$ cat src/rtl/lvl_irq_router_pkg.sv
package lvl_irq_router_pkg;
    localparam int unsigned DEF_NUM_SRC  = 9;
    localparam int unsigned DEF_NUM_LINE = 3;
    localparam int unsigned REG_W        = 32;
    localparam int unsigned PEND_LSB     = 16;
endpackage

$ cat src/rtl/lvl_irq_src_cond.sv
module lvl_irq_src_cond #(
    parameter int unsigned NUM_SRC = 9
) (
    input  logic               clk_i,
    input  logic               rst_ni,
    input  logic [NUM_SRC-1:0] raw_i,
    input  logic [NUM_SRC-1:0] pol_i,
    output logic [NUM_SRC-1:0] active_o
);
    typedef struct packed {
        logic [NUM_SRC-1:0] s1;
        logic [NUM_SRC-1:0] s2;
    } sync_t;

    sync_t st_d, st_q;

    always_comb begin
        st_d    = st_q;
        st_d.s1 = raw_i;
        st_d.s2 = st_q.s1;
    end

    always_ff @(posedge clk_i or negedge rst_ni) begin
        if (!rst_ni) st_q <= '0;
        else         st_q <= st_d;
    end

    // polarity 1: high is active; polarity 0: low is active
    assign active_o = ~(st_q.s2 ^ pol_i);
endmodule

$ cat src/rtl/lvl_irq_line_ctl.sv
module lvl_irq_line_ctl #(
    parameter int unsigned NUM_SRC = 9
) (
    input  logic               clk_i,
    input  logic               rst_ni,
    input  logic [NUM_SRC-1:0] active_i,
    input  logic               wr_i,
    input  logic [NUM_SRC-1:0] en_wdata_i,
    input  logic [NUM_SRC-1:0] ack_wdata_i,
    output logic [NUM_SRC-1:0] en_o,
    output logic [NUM_SRC-1:0] pend_o,
    output logic               irq_o
);
    typedef struct packed {
        logic [NUM_SRC-1:0] en;
        logic [NUM_SRC-1:0] pend;
        logic               irq;
    } line_t;

    line_t              st_d, st_q;
    logic [NUM_SRC-1:0] ack;

    always_comb begin
        st_d = st_q;
        ack  = '0;
        if (wr_i) begin
            st_d.en = en_wdata_i;
            ack     = ack_wdata_i;
        end
        // acknowledge wins this edge; a still-active source re-latches next edge
        st_d.pend = (st_q.pend | active_i) & ~ack;
        st_d.irq  = |(st_q.pend & st_q.en);
    end

    always_ff @(posedge clk_i or negedge rst_ni) begin
        if (!rst_ni) st_q <= '0;
        else         st_q <= st_d;
    end

    assign en_o   = st_q.en;
    assign pend_o = st_q.pend;
    assign irq_o  = st_q.irq;


    ack_clears_chk: assert property (@(posedge clk_i) disable iff (!rst_ni)
        wr_i |=> ((pend_o & $past(ack_wdata_i)) == '0));


    pend_holds_chk: assert property (@(posedge clk_i) disable iff (!rst_ni)
        !wr_i |=> (($past(pend_o) & ~pend_o) == '0));


    active_latches_chk: assert property (@(posedge clk_i) disable iff (!rst_ni)
        !wr_i |=> ((pend_o & $past(active_i)) == $past(active_i)));


    en_load_chk: assert property (@(posedge clk_i) disable iff (!rst_ni)
        wr_i |=> (en_o == $past(en_wdata_i)));


    masked_quiet_chk: assert property (@(posedge clk_i) disable iff (!rst_ni)
        (en_o == '0) |=> !irq_o);
endmodule

$ cat src/rtl/lvl_irq_router.sv
module lvl_irq_router
    import lvl_irq_router_pkg::*;
#(
    parameter int unsigned NUM_SRC  = DEF_NUM_SRC,
    parameter int unsigned NUM_LINE = DEF_NUM_LINE,
    parameter int unsigned ADDR_W   = $clog2(NUM_LINE + 1)
) (
    input  logic                clk_i,
    input  logic                rst_ni,
    input  logic [NUM_SRC-1:0]  src_i,
    input  logic                wr_en_i,
    input  logic [ADDR_W-1:0]   addr_i,
    input  logic [REG_W-1:0]    wdata_i,
    output logic [REG_W-1:0]    rdata_o,
    output logic [NUM_LINE-1:0] irq_o
);
    localparam int unsigned NUM_WORDS = NUM_LINE + 1;

    typedef struct packed {
        logic [NUM_SRC-1:0] pol;
    } cfg_t;

    cfg_t               cfg_d, cfg_q;
    logic [NUM_SRC-1:0] active;
    logic [NUM_SRC-1:0] line_en   [NUM_LINE];
    logic [NUM_SRC-1:0] line_pend [NUM_LINE];
    logic [REG_W-1:0]   word_rd   [NUM_WORDS];

    always_comb begin
        cfg_d = cfg_q;
        if (wr_en_i && (addr_i == '0)) cfg_d.pol = wdata_i[NUM_SRC-1:0];
    end

    always_ff @(posedge clk_i or negedge rst_ni) begin
        if (!rst_ni) cfg_q <= '0;
        else         cfg_q <= cfg_d;
    end

    lvl_irq_src_cond #(.NUM_SRC(NUM_SRC)) u_cond (
        .clk_i    (clk_i),
        .rst_ni   (rst_ni),
        .raw_i    (src_i),
        .pol_i    (cfg_q.pol),
        .active_o (active)
    );

    always_comb begin
        word_rd[0]                = '0;
        word_rd[0][NUM_SRC-1:0]   = cfg_q.pol;
    end

    for (genvar n = 0; n < NUM_LINE; n++) begin : g_line
        logic line_wr;
        assign line_wr = wr_en_i && (int'(addr_i) == n + 1);

        lvl_irq_line_ctl #(.NUM_SRC(NUM_SRC)) u_line (
            .clk_i       (clk_i),
            .rst_ni      (rst_ni),
            .active_i    (active),
            .wr_i        (line_wr),
            .en_wdata_i  (wdata_i[NUM_SRC-1:0]),
            .ack_wdata_i (wdata_i[PEND_LSB +: NUM_SRC]),
            .en_o        (line_en[n]),
            .pend_o      (line_pend[n]),
            .irq_o       (irq_o[n])
        );

        always_comb begin
            word_rd[n+1]                          = '0;
            word_rd[n+1][NUM_SRC-1:0]             = line_en[n];
            word_rd[n+1][PEND_LSB +: NUM_SRC]     = line_pend[n];
        end
    end

    always_comb begin
        rdata_o = '0;
        if (int'(addr_i) < NUM_WORDS) rdata_o = word_rd[addr_i];
    end


    pol_load_chk: assert property (@(posedge clk_i) disable iff (!rst_ni)
        (wr_en_i && addr_i == '0) |=> (cfg_q.pol == $past(wdata_i[NUM_SRC-1:0])));
endmodule

$ cat config.mk
export PLATFORM = sky130hd
export DESIGN_NAME = lvl_irq_router
export DESIGN_NICKNAME = d
export VERILOG_FILES = /design/src/rtl/lvl_irq_router_pkg.sv /design/src/rtl/lvl_irq_src_cond.sv /design/src/rtl/lvl_irq_line_ctl.sv /design/src/rtl/lvl_irq_router.sv
export SDC_FILE = /design/constraint.sdc
export NUM_CORES = 1
export LEC_CHECK = 0
export BUFFER_PORTS_ARGS = -buffer_cell sky130_fd_sc_hd__buf_2
export CAP_MARGIN = 20
export CORE_MARGIN = 10
export CORE_UTILIZATION = 54
export DETAILED_ROUTE_END_ITERATION = 6
export PLACE_DENSITY = 0.92
export SLEW_MARGIN = 20
export SYNTH_ARGS = -nofsm -noshare
export SYNTH_HDL_FRONTEND = slang
export SYNTH_SLANG_ARGS = --single-unit
$ cat constraint.sdc
create_clock -name clk_i -period 1.3 [get_ports clk_i]
set_clock_uncertainty 0.2 [all_clocks]
set_input_delay 0.13 -clock clk_i [delete_from_list [all_inputs] [get_ports clk_i]]
set_output_delay 0.13 -clock clk_i [all_outputs]
set_load 0.01 [all_outputs]
==> impl_results.md <==
* Outcome: finished with violations
* Failing checks: negative setup slack
* Clock sink total at 84
* Post-route ant nets at 0
* Synth top cells by count: dfrtp_1 (84), mux2_2 (34), a21oi_1 (27), nor2_1 (27), buf_4 (22)
* Worst-path clk slew at 90 ps
* Pre-CTS setup slack at -243 ps
* Setup violators final at 21
* Drt first pass iters at 5
* Most common cell in the netlist: dfrtp_1
* Buffers on Ports at 52
* Filler cell count at 319
* First DRT Iteration DRCs at 200
* Crit end category: output pin
* Area grow syn2layout at 47.4%
* Cells along the critical path: mux4_2, buf_6
* Via count at 2970
* Sequential power share at 42.6%
* Clock tree from TritonCTS: yes
* Largest net degree at the start of global routing at 85
* Worst path top cell family by delay: multiplexers
* Post-synth EDFFs at 0
* Top post-synthesis cells by area: dfrtp_1 (58%), mux2_2 (11%), mux4_2 (5.6%)
* Nets@finish at 469
* Crit path max fanout at 2
* Final worst path period need at 1770 ps
* Final WL at 11700 µm
* CTS buffer count at 9
* Switching share of power at 28.4%
* Initial antenna violation count at 0
* Die Area at 10400 µm²
* Distinct cell type count after synthesis at 22
* Die X-Extent at 102 µm
* Fmax achieved at 0.564 GHz
* Pwr dens at 1380 nW/µm²
* Row Count at 29
* Slowest-stage cell, CP: mux4_2
* GR Overflow Total at 0
* Cell taking the most area after synthesis: dfrtp_1
* Combinational share of power at 29.7%
* Core footprint at 6460 µm²
* Clock Tree Buf Depth at 2
* Vias/cell at 5.88
* RSZ-0062 raised after global routing: yes
* CP Data Required Time at 970 ps
* Tcrit/Tclk final at 136%
* Worst IR Drop VDD at 0.00120 V
* Multi-input logic area at 1590 µm²
* Residual DRC at 0
* Int Pwr at 5.30 mW
* Switch Pwr at 2.11 mW
* Post-synthesis instance total at 260
* Number of global-route vias before repair at 3302
* Ports at 81
* Final hold vios at 0
* RePlAce Congestion at 0.891
* Worst Path Arrival at 1440 ps
* Die H at 102 µm
* Layout cells sized above 1 at 54.2%
* Post-synthesis register bit count at 84
* Main synth FF type: dfrtp_1
* Critical Path Start Type: register
* Worst hold slack at 141 ps
* Clock Power Share at 27.7%
* Final max-slew violation count at 0
* Ys async rst share at 100%
* Register area at 2100 µm²
* First-pass GRT wire length at 17500 µm
* Worst-Skew Late Latency at 360 ps
* Worst Hold Class: in -> async
* Worst path max stage delay at 500 ps
* WP buf/inv at 1
* H-tree depth at 3
* Root Buffer: clkbuf_8
* GR Util All Layers at 22.0%
* Setup ws final at -472 ps
* DR WL/cell at 23.2 µm
* Final HPWL DP at 6750 µm
* Synthesized area per cell at 14.0 µm²
* Leakage power at 2.38 nW
* # diodes at 0
* Max cap viols at 0
* Initial cell density of the core at 56.3%
* Yosys top cell area share at 57.9%
* Kind of critical path: reg -> out
* Register area share after synthesis at 57.9%
* Syn. warnings at 0
* Syn Std Cell Area at 3630 µm²
[power groups by stage]
stage | clock network (mW) | registers [mW] | logic [mW]
after floorplan | 0 | 3.15 | 0.798
after global placement | 0 | 3.18 | 1.39
after detailed placement | 0 | 3.20 | 1.46
after CTS | 2.03 | 3.11 | 1.92
after global routing | 2.18 | 3.19 | 2.32
final | 2.05 | 3.16 | 2.20
[cell families after synthesis]
logic type                share of synthesized area, %
DFF                                               57.9
xor gates and xnor gates                          2.17
other                                            0.103
AOI/OAI and AO/OA                                 8.78
and+or+nand+nor                                   4.55
muxes                                             20.7
buffers and inverters                             5.89
[layer usage]
layer  vias up  share of wire (%)  GRT usage, %
met4         0                4.8          11.7
met1      1496                 36          24.0
met3        44                7.0          5.20
li1       1239                  -             -
met2       191                 52          39.1
met5         -                  0             0
[per-stage QoR]
step | utilization, % | area [µm²] | TNS [ps] | power, mW | instances
final | 82.9 | 5360 | -7890 | 7.41 | 505
after global routing | 82.9 | 5360 | -8820 | 7.69 | 505
after CTS | 79.9 | 5160 | -7440 | 7.06 | 505
after detailed placement | 67.0 | 4330 | -8050 | 4.67 | 432
after global placement | 67.0 | 4330 | -6420 | 4.57 | 432
after floorplan | - | 3680 | 0 | 3.95 | 273
[flip-flops by register name, indices dropped and copies added (netlist names)]
| register | count |
|---|---|
| cfg_q | 9 |
| g_line.u_line.en_o | 27 |
| g_line.u_line.irq_o | 3 |
| g_line.u_line.pend_o | 27 |
| u_cond.st_d | 9 |
| u_cond.st_q | 9 |
[worst register-to-register path, cell delays in order (launching register included)]
cell,delay (ps)
dfrtp_1,410
buf_6,130
a22o_4,270
a221oi_4,250
nand3_1,130
[area by class of cell]
| type | count | share of cell area [%] |
|---|---|---|
| Clock inverter | 3 | 0.794 |
| Timing Repair Buffer | 167 | 25.1 |
| Sequential cell | 84 | 39.3 |
| Clock buffer | 13 | 3.34 |
| Multi-Input combinational cell | 161 | 29.7 |
| Tap cell | 77 | 1.80 |
[path summary, 6_finish.rpt]
kind / from / end / slack, ps / cells after the start
max in group asynchronous: rst_ni / g_line[0].u_line.pend_o[1]$_DFF_PN0_ / 430 / 3
max reg2reg: g_line[0].u_line.pend_o[5]$_DFF_PN0_ / g_line[0].u_line.irq_o$_DFF_PN0_ / -210 / 4
min: rst_ni / cfg_q[5]$_DFFE_PN0P_ / 140 / 3
max: cfg_q[5]$_DFFE_PN0P_ / rdata_o[5] / -470 / 2
min in group clk_i: u_cond.st_d[8]$_DFF_PN0_ / u_cond.st_q[8]$_DFF_PN0_ / 150 / 0
min reg2reg: u_cond.st_d[8]$_DFF_PN0_ / u_cond.st_q[8]$_DFF_PN0_ / 150 / 0
[cell usage in the layout, fill, tap and decap left out, types with 7 or more instances in the layout]
master	netlist	routed
a21oi_1	27	22
mux2_2	34	30
a22o_1	12	11
clkbuf_8	0	13
buf_2	3	40
dlygate4sd3_1	0	28
nor2_1	27	24
mux2_4	11	15
buf_6	3	15
buf_4	22	79
dfrtp_1	84	84
xnor2_4	0	7
mux4_2	9	9
conb_1	1	14
[what timing repair did]
item                                    4_1_cts  5_1_grt
pin swaps                                     5       11
hold buffers                                 28        0
endpoints found under the hold margin       156        0
setup buffers                                29        6
endpoints found under the setup margin       27       46
gates resized for setup                      18       31
(Power assumes the default switching activity.)
